`src/rtl/rlecfg_pkg.sv`:
```
package rlecfg_pkg;

  typedef enum logic [1:0] {
    ST_PREFIX,
    ST_IDLE,
    ST_RUN
  } ctlState_t;

  typedef struct packed {
    logic prefixStep;
    logic loadRun;
    logic runStep;
    logic selRun;
  } dpStrobe_t;

endpackage

```
`src/rtl/rlecfg_datapath.sv`:
```
module rlecfg_datapath
  import rlecfg_pkg::*;
#(
  parameter int CODE_W = 8,
  parameter int SPLIT = 226,
  parameter int PREFIX_LEN = 16,
  parameter logic [PREFIX_LEN-1:0] PREFIX_WORD = 16'hFF20
) (
  input  logic              clk,
  input  logic              rst,
  input  dpStrobe_t         ctl,
  input  logic [CODE_W-1:0] codeIn,
  input  logic              lastIn,
  output logic              codeIsZero,
  output logic              prefixEnd,
  output logic              runFinal,
  output logic              runIsLast,
  output logic              outBit
);

  localparam int IDX_W = $clog2(PREFIX_LEN);
  localparam logic [CODE_W-1:0] MAX_V   = {CODE_W{1'b1}};
  localparam logic [CODE_W-1:0] SPLIT_V = CODE_W'(SPLIT);
  localparam logic [CODE_W-1:0] UNT_V   = CODE_W'(SPLIT + 1);
  localparam logic [CODE_W-1:0] ZBASE_V = CODE_W'(SPLIT + 2);
  localparam logic [CODE_W-1:0] ONE_V   = CODE_W'(1);
  localparam logic [IDX_W-1:0]  IDX_END = IDX_W'(PREFIX_LEN - 1);

  // Header position counter.
  logic [IDX_W-1:0] prefixIdx;

  // Run state.
  logic [CODE_W-1:0] runCnt;
  logic              bodyBit;
  logic              needTerm;

  // Decoded form of the incoming code.
  logic [CODE_W-1:0] decCnt;
  logic              decBody;
  logic              decTerm;

  logic prefixBit;
  logic runBit;

  // Turn a code into a run description: a length, the value of the body
  // bits, and whether a closing bit of the opposite value follows.
  always_comb begin
    decCnt  = codeIn;
    decBody = 1'b1;
    decTerm = 1'b1;
    if (codeIn == MAX_V) begin
      decCnt  = ONE_V;
      decBody = 1'b1;
      decTerm = 1'b0;
    end else if (codeIn >= ZBASE_V) begin
      decCnt  = codeIn - ZBASE_V;
      decBody = 1'b0;
      decTerm = 1'b1;
    end else if (codeIn == UNT_V) begin
      decCnt  = SPLIT_V;
      decBody = 1'b1;
      decTerm = 1'b0;
    end
  end

  always_ff @(posedge clk) begin
    if (rst) begin
      prefixIdx <= '0;
    end else if (ctl.prefixStep) begin
      prefixIdx <= prefixEnd ? '0 : prefixIdx + 1'b1;
    end
  end

  always_ff @(posedge clk) begin
    if (rst) begin
      runCnt    <= '0;
      bodyBit   <= 1'b0;
      needTerm  <= 1'b0;
      runIsLast <= 1'b0;
    end else if (ctl.loadRun) begin
      runCnt    <= decCnt;
      bodyBit   <= decBody;
      needTerm  <= decTerm;
      runIsLast <= lastIn;
    end else if (ctl.runStep) begin
      if (runCnt != '0) begin
        runCnt <= runCnt - 1'b1;
      end else begin
        needTerm <= 1'b0;
      end
    end
  end

  assign codeIsZero = (codeIn == '0);
  assign prefixEnd  = (prefixIdx == IDX_END);
  assign prefixBit  = PREFIX_WORD[IDX_END - prefixIdx];
  assign runBit     = (runCnt != '0) ? bodyBit : ~bodyBit;
  assign runFinal   = needTerm ? (runCnt == '0) : (runCnt == ONE_V);
  assign outBit     = ctl.selRun ? runBit : prefixBit;

  // a run without a closing bit always has body bits left to send.
  p_unterm_nonzero_r4: assert property (@(posedge clk) disable iff (rst)
    (ctl.selRun && !needTerm) |-> (runCnt != '0));

endmodule

```
`src/rtl/rlecfg_control.sv`:
```
module rlecfg_control
  import rlecfg_pkg::*;
(
  input  logic      clk,
  input  logic      rst,
  input  logic      inValid,
  input  logic      inLast,
  input  logic      outReady,
  input  logic      codeIsZero,
  input  logic      prefixEnd,
  input  logic      runFinal,
  input  logic      runIsLast,
  output dpStrobe_t ctl,
  output logic      inReady,
  output logic      outValid,
  output logic      outLast
);

  ctlState_t state;
  ctlState_t nextState;

  always_comb begin
    nextState      = state;
    ctl            = '0;
    ctl.selRun     = (state == ST_RUN);
    unique case (state)
      ST_PREFIX: begin
        if (outReady) begin
          ctl.prefixStep = 1'b1;
          if (prefixEnd) nextState = ST_IDLE;
        end
      end
      ST_IDLE: begin
        if (inValid) begin
          if (codeIsZero) begin
            if (inLast) nextState = ST_PREFIX;
          end else begin
            ctl.loadRun = 1'b1;
            nextState   = ST_RUN;
          end
        end
      end
      ST_RUN: begin
        if (outReady) begin
          ctl.runStep = 1'b1;
          if (runFinal) nextState = runIsLast ? ST_PREFIX : ST_IDLE;
        end
      end
      default: nextState = ST_PREFIX;
    endcase
  end

  always_ff @(posedge clk) begin
    if (rst) state <= ST_PREFIX;
    else     state <= nextState;
  end

  assign inReady  = (state == ST_IDLE);
  assign outValid = (state != ST_IDLE);
  assign outLast  = (state == ST_RUN) && runFinal && runIsLast;

  // a handed-over final bit is followed by the header.
  p_restart_prefix_r11: assert property (@(posedge clk) disable iff (rst)
    (outValid && outReady && outLast) |=> (state == ST_PREFIX));

  // an accepted final zero code also returns to the header.
  p_zero_last_restart_r11: assert property (@(posedge clk) disable iff (rst)
    (inReady && inValid && inLast && codeIsZero) |=> (state == ST_PREFIX));

endmodule

```
`src/rtl/rle_cfg_expander.sv`:
```
module rle_cfg_expander
  import rlecfg_pkg::*;
#(
  parameter int CODE_W = 8,
  parameter int SPLIT = 226,
  parameter int PREFIX_LEN = 16,
  parameter logic [PREFIX_LEN-1:0] PREFIX_WORD = 16'hFF20
) (
  input  logic              clk,
  input  logic              rst,
  input  logic [CODE_W-1:0] inByte,
  input  logic              inValid,
  input  logic              inLast,
  output logic              inReady,
  output logic              outBit,
  output logic              outValid,
  output logic              outLast,
  input  logic              outReady
);

  dpStrobe_t ctl;
  logic codeIsZero;
  logic prefixEnd;
  logic runFinal;
  logic runIsLast;

  rlecfg_control ctrl_i (
    .clk        (clk),
    .rst        (rst),
    .inValid    (inValid),
    .inLast     (inLast),
    .outReady   (outReady),
    .codeIsZero (codeIsZero),
    .prefixEnd  (prefixEnd),
    .runFinal   (runFinal),
    .runIsLast  (runIsLast),
    .ctl        (ctl),
    .inReady    (inReady),
    .outValid   (outValid),
    .outLast    (outLast)
  );

  rlecfg_datapath #(
    .CODE_W      (CODE_W),
    .SPLIT       (SPLIT),
    .PREFIX_LEN  (PREFIX_LEN),
    .PREFIX_WORD (PREFIX_WORD)
  ) dp_i (
    .clk        (clk),
    .rst        (rst),
    .ctl        (ctl),
    .codeIn     (inByte),
    .lastIn     (inLast),
    .codeIsZero (codeIsZero),
    .prefixEnd  (prefixEnd),
    .runFinal   (runFinal),
    .runIsLast  (runIsLast),
    .outBit     (outBit)
  );

  // reset leaves the block presenting the first header bit.
  p_reset_prefix_r1: assert property (@(posedge clk)
    rst |=> (outValid && outBit && !inReady));

  // the input side and the output side never act in the same cycle.
  p_one_side_r8: assert property (@(posedge clk) disable iff (rst)
    !(inReady && outValid));

  // a stalled bit keeps its value and stays valid.
  p_stall_hold_r9: assert property (@(posedge clk) disable iff (rst)
    (outValid && !outReady) |=> (outValid && $stable(outBit)));

  // the final-bit mark only appears on a valid bit.
  p_last_valid_r10: assert property (@(posedge clk) disable iff (rst)
    outLast |-> outValid);

endmodule

```
`config.mk`:
```
export PLATFORM = sky130hd
export DESIGN_NAME = rle_cfg_expander
export DESIGN_NICKNAME = d
export VERILOG_FILES = /design/src/rtl/rlecfg_pkg.sv /design/src/rtl/rlecfg_datapath.sv /design/src/rtl/rlecfg_control.sv /design/src/rtl/rle_cfg_expander.sv
export SDC_FILE = /design/constraint.sdc
export NUM_CORES = 1
export LEC_CHECK = 0
export ABC_AREA = 1
export CAP_MARGIN = 10
export CORE_MARGIN = 2
export CORE_UTILIZATION = 56
export CTS_BUF_LIST = sky130_fd_sc_hd__clkbuf_4
export CTS_CLUSTER_DIAMETER = 100
export DETAILED_ROUTE_END_ITERATION = 10
export DONT_BUFFER_PORTS = 1
export PLACE_DENSITY = 0.79
export SLEW_MARGIN = 30
export SYNTH_ARGS = -nofsm -noshare
export SYNTH_HDL_FRONTEND = slang
export SYNTH_SLANG_ARGS = --single-unit
```
`constraint.sdc`:
```
create_clock -name clk -period 1.6 [get_ports clk]
set_input_delay 0.24 -clock clk [delete_from_list [all_inputs] [get_ports clk]]
set_output_delay 0.24 -clock clk [all_outputs]
set_load 0.05 [all_outputs]
```
==> impl_metrics.tcl, run 1 <==
set metrics [dict create \
    status "finished with violations" \
    violations "negative setup slack" \
    die_w_um 52.71 \
    grt_pass1_vias 1366 \
    hold_end "dp_i.runIsLast$_SDFFE_PP0N_" \
    p_per_area_nw_per_um2 449.6 \
    grt_max_degree 14 \
    h-tree-depth 1 \
    cts.clk_slew.worst_paths_ns 0.10 \
    relSlewSlack_pct 73.21 \
    grt_overflow_total 0 \
    crit_required_ns 1.36 \
    netlist_area_um2 1329 \
    dpl.hpwl_mm 2.425 \
    leakagePower_nw 0.7811 \
    finalHoldViolations 0 \
    cts_buffers 3 \
    fmax_ghz 0.5600 \
    drv_cap 0 \
    drc 0 \
    worstMarginPinSlew_ns 0.4013 \
    min-delay-start "inLast" \
    rsz0062_at_grt "true" \
    place.gp.congestion 0.8997 \
    timing.rr.end "dp_i.runCnt[1]$_SDFFE_PP0P_" \
    grt_pass1_wl_mm 5.478 \
    period_needed_ns 1.786 \
    cp-end-kind "output port" \
    cts_tree "built" \
    cp_slowest_cell "dfxtp_2" \
    syn_avg_cell_area_um2 6.238 \
    cts_buffer_depth 2 \
    crit_chain "inv_2, ha_4, inv_2, nor2_4, nand2_2, inv_2, a21oi_2, o21ai_1, o21ai_2, buf_12" \
    drt_iter0_drc 42 \
    dpl_cell_area_um2 1449 \
    track_usage_pct 26.94 \
    wirelength_mm 3.575 \
    wl_per_cell_um 13.59 \
    clock_skew_ns 0.007936 \
    fin_nets 257 \
    period_share_pct 111.6 \
    cpMostUsedCell "inv_2" \
    r2r_cells 13 \
    rows 17 \
    crit_type "reg -> out" \
    yosys_warnings 0 \
    cts.sinks 17 \
    final_area_um2 1645 \
    hold_depth 2 \
    critical_path.top_delay_family "buffers and inverters" \
    clk_latency_ns 0.30 \
    setup_viol 10 \
    netlist-cell-type-count 25 \
    ant_nets 0 \
    hold_path.class "in -> reg" \
    syn-instance-count 213 \
    syn_nets 234 \
    max_stage_delay_ns 0.34 \
    worstPathMaxFanout 3 \
    fill_cells 185 \
    fp.dieArea_um2 2778 \
    coreArea_um2 2233 \
    ys_seq_area_share_pct 25.61 \
    worst-r2r-setup-slack_ns -0.17 \
    cp.arrival_ns 1.55 \
    cts_root_buf "clkbuf_4" \
    diodes 0 \
    antenna_found_initial 0 \
    ios 17 \
    multi_input_area_um2 908.4 \
    start_kind "flip-flop" \
    drive_gt1_share_pct 27.66 \
    cp_num_buf_inv 4 \
    ys_ff_latch 17 \
    area_growth_syn_to_layout_pct 23.82 \
    start_util_pct 59.50 \
    placedCellCount 249 \
    timing.rr.start "dp_i.runCnt[1]$_SDFFE_PP0P_" \
    die_h_um 52.71 \
    slew_viol_final 0 \
    via_per_inst 5.544 \
    drtPass1Iterations 4 \
    seq_area_um2 350.3 \
    setup_ws_ns -0.1858 \
    peakVddDrop_v 0.0003488 \
    vias 1458 \
    fin_cells 263 \
    portBuffers 0 \
]
## worst reg2reg max path: cells and delay by family, from the launching register on
family | cells | cell delay (ns)
AND/OR/NAND/NOR | 6 | 0.65
buffers and inverters | 5 | 0.44
flip-flops | 1 | 0.35
adder cells (fa/ha/maj) | 1 | 0.16
AO/OA/AOI/OAI | 1 | 0.10
## cells by family after synthesis
family,count (synthesis),share of synthesized area [%]
AOI/OAI and AO/OA,43,18.36
buffers and inverters,38,11.86
adders and majority gates,8,7.533
DFF,17,25.61
and+or+nand+nor,104,34.65
xor gates and xnor gates,3,1.978
## sequential cells by signal (all words and copies together), names as in the netlist
signal and cells:
ctrl_i.state 2, dp_i.bodyBit 1, dp_i.needTerm 1, dp_i.prefixIdx 4, dp_i.runCnt 8, dp_i.runIsLast 1
## final cells by class
class | instances | share of cell area [%]
clock buffers | 3 | 1.369
clock inverters | 1 | 0.3042
inverters | 35 | 8.213
multi-input cells | 159 | 55.21
flip-flops and latches | 17 | 21.29
well taps | 28 | 2.129
repair buffers | 20 | 11.48
## metrics by stage
stage / TNS (ns) / util (%) / worst slack (ns) / hold slack, ns / power (W)
final: -1.473 / 73.67 / -0.1858 / 0.08188 / 0.0007398
after global routing: -2.263 / 73.67 / -0.2710 / 0.08614 / 0.0007648
after CTS: -0.9397 / 70.14 / -0.1940 / 0.08458 / 0.0007405
after detailed placement: 0 / 64.87 / 0.01027 / 0.3153 / 0.0005003
after global placement: 0 / 64.87 / 0.06928 / 0.3118 / 0.0004965
after floorplan: -0.1302 / - / -0.1302 / 0.3091 / 0.0004883
## layer usage
layer,global-route usage [%],part of all wire (%),up-vias
met5,0,0,-
met4,11.54,2.7,0
met3,3.143,4.3,13
met2,51.25,52,42
met1,29.37,41,672
li1,-,-,731
## cell usage in the layout, fill, tap and decap left out
cell	n
a21oi_1	11
a21oi_2	5
and2_1	1
and3_1	1
buf_12	2
buf_4	14
buf_6	3
clkbuf_4	3
clkinv_2	1
clkinvlp_4	1
dfxtp_1	11
dfxtp_2	5
dfxtp_4	1
dlygate4sd3_1	1
ha_1	6
ha_4	2
inv_1	23
inv_2	11
nand2_1	35
nand2_2	4
nand2_4	2
nand3_1	25
nand3_2	1
nand4_1	1
nor2_1	25
nor2_2	5
nor2_4	3
nor3_1	2
o21ai_0	13
o21ai_1	10
o21ai_2	1
o21bai_4	1
o22ai_1	1
o31ai_1	1
xor2_1	3
## timing repair
action	in CTS	in global routing
pin swaps	4	10
setup buffers	8	1
resized for setup	13	19
setup endpoints to repair	3	12
hold buffers	1	0
gates cloned	0	1
endpoints found under the hold margin	4	0
## power breakdown
group	internal (W)	switching, W
sequential	0.000426	0.00000547
combinational	0.0000224	0.0000402
clock	0.0000932	0.000152
## synth_stat cells
cell type / instances / area, µm²
o21ai_1: 9 / 45.04
nand2_1: 38 / 142.6
nand4_1: 1 / 6.260
nor3_1: 2 / 10.01
dfxtp_1: 17 / 340.3
and3_1: 1 / 6.260
nor2_4: 1 / 11.26
xor2_1: 3 / 26.28
nand3_1: 25 / 125.1
ha_1: 8 / 100.1
o22ai_1: 1 / 6.260
buf_6: 2 / 22.52
inv_1: 28 / 105.1
nor2_2: 4 / 25.02
a21oi_2: 3 / 26.28
nand2_2: 2 / 12.51
nand3_2: 1 / 10.01
o21bai_4: 1 / 18.77
clkbuf_1: 1 / 3.750
a21oi_1: 13 / 65.06
nor2_1: 28 / 105.1
o31ai_1: 1 / 7.510
and2_1: 1 / 6.260
inv_2: 7 / 26.28
o21ai_0: 15 / 75.07
## how the worst max path moves through the flow
stage	start	to	slack [ns]	depth (start not counted)
finish	dp_i.runCnt[1]$_SDFFE_PP0P_	outBit	-0.19	10
global route	dp_i.runCnt[5]$_SDFFE_PP0P_	outBit	-0.27	9
CTS	dp_i.runCnt[0]$_SDFFE_PP0P_	outBit	-0.19	10
detailed placement	dp_i.runCnt[1]$_SDFFE_PP0P_	outBit	0.01	10
global placement	dp_i.runCnt[1]$_SDFFE_PP0P_	outBit	0.07	10
floorplan	dp_i.runCnt[0]$_SDFFE_PP0P_	outBit	-0.13	9
No activity file was read; power rests on OpenSTA's default activity.
==> inputs of run 2 (changes only) <==
--- a/config.mk
+++ b/config.mk
@@ -7,7 +7,7 @@
 export LEC_CHECK = 0
 export ABC_AREA = 1
 export CAP_MARGIN = 10
-export CORE_MARGIN = 2
+export CORE_MARGIN = 4
 export CORE_UTILIZATION = 56
 export CTS_BUF_LIST = sky130_fd_sc_hd__clkbuf_4
 export CTS_CLUSTER_DIAMETER = 100
==> impl_metrics.tcl, run 2 (same netlist as run 1, synthesis figures left out) <==
set metrics [dict create \
    cts.sinks 17 \
    antenna_found_initial 0 \
    final_cell_mix "nand2_1, nor2_1, nand3_1, inv_1, buf_4" \
    rows 17 \
    cp_num_buf_inv 4 \
    dpl_cell_area_um2 1456 \
    h-tree-depth 1 \
    p_per_area_nw_per_um2 447.5 \
    grt_pass1_vias 1386 \
    cpMostUsedCell "inv_2" \
    place.gp.congestion 0.8744 \
    critical_path.top_delay_family "buffers and inverters" \
    wirelength_mm 3.498 \
    timing.rr.start "dp_i.runCnt[1]$_SDFFE_PP0P_" \
    hold_path.class "in -> reg" \
    largest_reg_flops 8 \
    timing.rr.end "dp_i.runCnt[4]$_SDFFE_PP0P_" \
    fp.dieArea_um2 3216 \
    track_usage_pct 22.84 \
    clock_skew_ns 0.002158 \
    ant_nets 0 \
    cp-end-kind "output port" \
    peakVddDrop_v 0.0003263 \
    grt_max_degree 14 \
    r2r_cells 13 \
    drc 0 \
    ios 17 \
    fin_setup_tns_ns -1.272 \
    clk_latency_ns 0.30 \
    fill_cells 179 \
    setup_ws_ns -0.1972 \
    max_stage_delay_ns 0.34 \
    diodes 0 \
    slew_viol_final 0 \
    status "finished with violations" \
    relSlewSlack_pct 72.49 \
    die_w_um 56.71 \
    coreArea_um2 2233 \
    worstPathMaxFanout 3 \
    drtPass1Iterations 5 \
    period_needed_ns 1.797 \
    drive_gt1_share_pct 29.58 \
    utilization_pct 74.79 \
    fmax_ghz 0.5564 \
    grt_overflow_total 0 \
    final_area_um2 1670 \
    crit_required_ns 1.36 \
    drv_cap 0 \
    multi_input_area_um2 899.6 \
    vias 1471 \
    setup_viol 10 \
    fin_nets 262 \
    critical_path_depth 10 \
    top_register "dp_i.runCnt" \
    worstMarginPinSlew_ns 0.4122 \
    rsz0062_at_grt "true" \
    crit_chain "inv_2, ha_4, inv_2, nor2_4, nand2_2, inv_2, a21oi_2, o21ai_1, o21ai_2, buf_12" \
    pre_cts_slack_ns -0.01147 \
    cts_root_buf "clkbuf_4" \
    finalHoldViolations 0 \
    critPathLaunch "dp_i.runCnt[1]$_SDFFE_PP0P_" \
    start_kind "flip-flop" \
    cts_buffers 3 \
    worst-r2r-setup-slack_ns -0.15 \
    drt_iter0_drc 75 \
    power_w 0.0007476 \
    leakagePower_nw 0.8020 \
    layout_commonest_cell "nand2_1" \
    die_h_um 56.71 \
    wl_per_cell_um 13.05 \
    dpl.hpwl_mm 2.440 \
    cp.arrival_ns 1.56 \
    crit_type "reg -> out" \
    start_util_pct 59.50 \
    cts_buffer_depth 2 \
    grt_pass1_wl_mm 5.899 \
    endpoint "outBit" \
    cts_tree "built" \
    portBuffers 0 \
    via_per_inst 5.489 \
    area_growth_syn_to_layout_pct 25.71 \
    cts.clk_slew.worst_paths_ns 0.10 \
    seq_area_um2 349.1 \
    period_share_pct 112.3 \
    violations "negative setup slack" \
    reg_top3 "dp_i.runCnt (8), dp_i.prefixIdx (4), ctrl_i.state (2)" \
    cp_slowest_cell "dfxtp_2" \
]
==> run 2: through the flow <==
| step | instances | hold slack [ns] |
|---|---|---|
| floorplan | 213 | 0.3091 |
| global placement | 250 | 0.3118 |
| detailed placement | 250 | 0.3128 |
| CTS | 264 | 0.006388 |
| global route | 268 | 0.1021 |
| finish | 268 | 0.08296 |
==> run 2: worst register-to-register path, delay by kind of cell (launching register included) <==
| kind | cells | cell delay, ns |
|---|---|---|
| compound gates | 1 | 0.15 |
| fa+ha+maj | 1 | 0.15 |
| buf+inv | 5 | 0.41 |
| flops | 1 | 0.35 |
| simple gates | 6 | 0.60 |
==> run 2: worst min-delay path by stage <==
stage | to | cells after the start | startpoint
6_report | dp_i.runIsLast$_SDFFE_PP0N_ | 2 | inLast
5_1_grt | dp_i.runIsLast$_SDFFE_PP0N_ | 2 | inLast
4_1_cts | dp_i.prefixIdx[3]$_SDFFE_PP0P_ | 1 | rst
3_5_place_dp | ctrl_i.state[0]$_SDFFE_PP0P_ | 1 | rst
3_3_place_gp | ctrl_i.state[0]$_SDFFE_PP0P_ | 1 | rst
2_1_floorplan | ctrl_i.state[0]$_SDFFE_PP0P_ | 1 | rst
==> run 2: metal layers <==
metal | part of all wire (%) | GRT usage [%] | wire [µm] | up-vias
met5 | 0 | 0 | 0 | -
met3 | 4.1 | 4.368 | 142 | 10
met2 | 51 | 41.75 | 1792 | 48
li1 | - | - | - | 744
met1 | 43 | 26.14 | 1505 | 669
met4 | 1.7 | 7.458 | 58 | 0
==> run 2: timing repair <==
| item | 4_1_cts | 5_1_grt |
|---|---|---|
| hold buffers | 1 | 1 |
| hold endpoints to repair | 3 | 1 |
| cloned | 0 | 1 |
| setup buffers | 9 | 2 |
| gates resized for setup | 17 | 15 |
| setup endpoints to repair | 2 | 11 |
| pin swaps | 4 | 5 |
==> run 2: final cells by class <==
type,instances,area share [%]
multi-input combinational,159,53.86
sequential,17,20.90
timing repair buffer,25,13.26
inverter,35,8.090
tap,28,2.097
clock buffer,4,1.798
==> run 2: power breakdown <==
group / leakage [nW] / switching [W] / internal [W]
clock network: 0.0184 / 0.000136 / 0.000114
logic: 0.643 / 0.0000388 / 0.0000252
registers: 0.141 / 0.00000559 / 0.000428
total: 0.802 / 0.000180 / 0.000567
==> inputs of run 3 (changes only) <==
--- a/config.mk
+++ b/config.mk
@@ -14,6 +14,7 @@
 export DETAILED_ROUTE_END_ITERATION = 10
 export DONT_BUFFER_PORTS = 1
 export PLACE_DENSITY = 0.79
+export RECOVER_POWER = 100
 export SLEW_MARGIN = 30
 export SYNTH_ARGS = -nofsm -noshare
 export SYNTH_HDL_FRONTEND = slang
==> impl_metrics.tcl, run 3 (same netlist as run 1, synthesis figures left out) <==
set metrics [dict create \
    dpl.hpwl_mm 2.440 \
    wl_per_cell_um 13.00 \
    cts.sinks 17 \
    diodes 0 \
    use_met3_pct 4.368 \
    use_met2_pct 41.75 \
    worstMarginPinSlew_ns 0.4009 \
    h-tree-depth 1 \
    via_per_inst 5.455 \
    relSlewSlack_pct 73.25 \
    area_growth_syn_to_layout_pct 24.48 \
    grt_overflow_total 0 \
    cts_buffer_depth 2 \
    portBuffers 0 \
    layout_commonest_cell "nand2_1" \
    combPwrFrac_pct 8.3 \
    grt_pass1_wl_mm 5.899 \
    ant_nets 0 \
    clock_skew_ns 0.001940 \
    start_util_pct 59.50 \
    peakVddDrop_v 0.0003268 \
    worstPathMaxFanout 3 \
    largest_reg_flops 8 \
    ios 17 \
    status "finished with violations" \
    wirelength_mm 3.485 \
    crit_type "reg -> out" \
    drtPass1Iterations 5 \
    vias 1462 \
    cts.clk_slew.worst_paths_ns 0.09 \
    drv_cap 0 \
    cts_tree "built" \
    drc 0 \
    busiest_layer "met2" \
    start_kind "flip-flop" \
    crit_required_ns 1.36 \
    grt_pass1_vias 1386 \
    die_w_um 56.71 \
    die_h_um 56.71 \
    grt_use_met1_pct 26.14 \
    slew_viol_final 0 \
    cts_root_buf "clkbuf_4" \
    p_per_area_nw_per_um2 450.9 \
    hold_path.class "in -> reg" \
    swShare_pct 24.00 \
    violations "negative setup slack" \
    p_seq_share_pct 58.1 \
    place.gp.congestion 0.8744 \
    drt_iter0_drc 82 \
    rsz0062_at_grt "true" \
    fin_cells 268 \
    period_share_pct 112.0 \
    drive_gt1_share_pct 28.75 \
    placedCellCount 250 \
    final_area_um2 1654 \
    fmax_ghz 0.5578 \
    cp-end-kind "output port" \
    finalHoldViolations 0 \
    grt_max_degree 14 \
    antenna_found_initial 0 \
    fin_nets 262 \
    leakagePower_nw 0.7989 \
    top_register "dp_i.runCnt" \
    period_needed_ns 1.793 \
    utilization_pct 74.06 \
    hold-worst-slack_ns 0.07404 \
    fp.dieArea_um2 3216 \
    intPower_w 0.0005668 \
    clk_latency_ns 0.30 \
    cts_buffers 3 \
    clockPowerShare_pct 33.5 \
    coreArea_um2 2233 \
    setup_ws_ns -0.1928 \
    track_usage_pct 22.84 \
    fin_setup_tns_ns -1.403 \
    cp.arrival_ns 1.55 \
    dpl_cell_area_um2 1456 \
    rows 17 \
    reg_top3 "dp_i.runCnt (8), dp_i.prefixIdx (4), ctrl_i.state (2)" \
    final_cell_mix "nand2_1, nor2_1, nand3_1, inv_1, buf_4" \
    p_switching_w 0.0001790 \
    setup_viol 11 \
]
-- run 3: final timing paths --
| path | start | to | slack (ns) | cells past startpoint |
|---|---|---|---|---|
| max | dp_i.runCnt[1]$_SDFFE_PP0P_ | outBit | -0.19 | 10 |
| min | inLast | dp_i.runIsLast$_SDFFE_PP0N_ | 0.07 | 2 |
| max reg2reg | dp_i.runCnt[1]$_SDFFE_PP0P_ | dp_i.runCnt[4]$_SDFFE_PP0P_ | -0.14 | 13 |
| min reg2reg | dp_i.prefixIdx[2]$_SDFFE_PP0P_ | dp_i.prefixIdx[2]$_SDFFE_PP0P_ | 0.50 | 2 |
-- run 3: repair_timing --
item | 4_1_cts | 5_1_grt
setup endpoints to repair | 2 | 11
cloned | 0 | 1
hold buffers | 1 | 1
setup buffers | 9 | 2
pin swaps | 4 | 5
endpoints found under the hold margin | 3 | 1
resized for setup | 17 | 15
-- run 3: metrics by stage --
step           setup WS, ns  power [W]
3_5_place_dp       -0.01147  0.0005012
6_report            -0.1928  0.0007458
2_1_floorplan       -0.1302  0.0004883
3_3_place_gp        0.07644  0.0004983
4_1_cts             -0.1502  0.0007517
5_1_grt             -0.3084  0.0007872
-- run 3: cell type report --
type                    instances  area, µm²
clock buffers                   4      30.03
repair buffers                 25      215.2
inverters                      35      135.1
flip-flops and latches         17      349.1
multi-input cells             159      889.6
well taps                      28      35.03
fillers                       180      579.3
-- run 3: power groups by stage --
stage	registers [W]	logic [W]	clock network, W
after floorplan	0.000442	0.0000463	0
after global placement	0.000443	0.0000554	0
after detailed placement	0.000443	0.0000579	0
after CTS	0.000433	0.0000613	0.000257
after global routing	0.000434	0.0000727	0.000280
final	0.000433	0.0000622	0.000250
-- run 3: critical path, stage by stage (launching register included) --
cell and delay, ns:
dfxtp_2 0.34, inv_2 0.08, ha_4 0.13, inv_2 0.04, nor2_4 0.10, nand2_2 0.08
inv_2 0.08, a21oi_2 0.05, o21ai_1 0.10, o21ai_2 0.10, buf_12 0.15
-- run 3: routing by layer --
| metal | vias up | routed length, µm | share of wire, % |
|---|---|---|---|
| li1 | 744 | - | - |
| met1 | 667 | 1510 | 43 |
| met2 | 43 | 1776 | 51 |
| met3 | 8 | 143 | 4.1 |
| met4 | 0 | 56 | 1.6 |
| met5 | - | 0 | 0 |
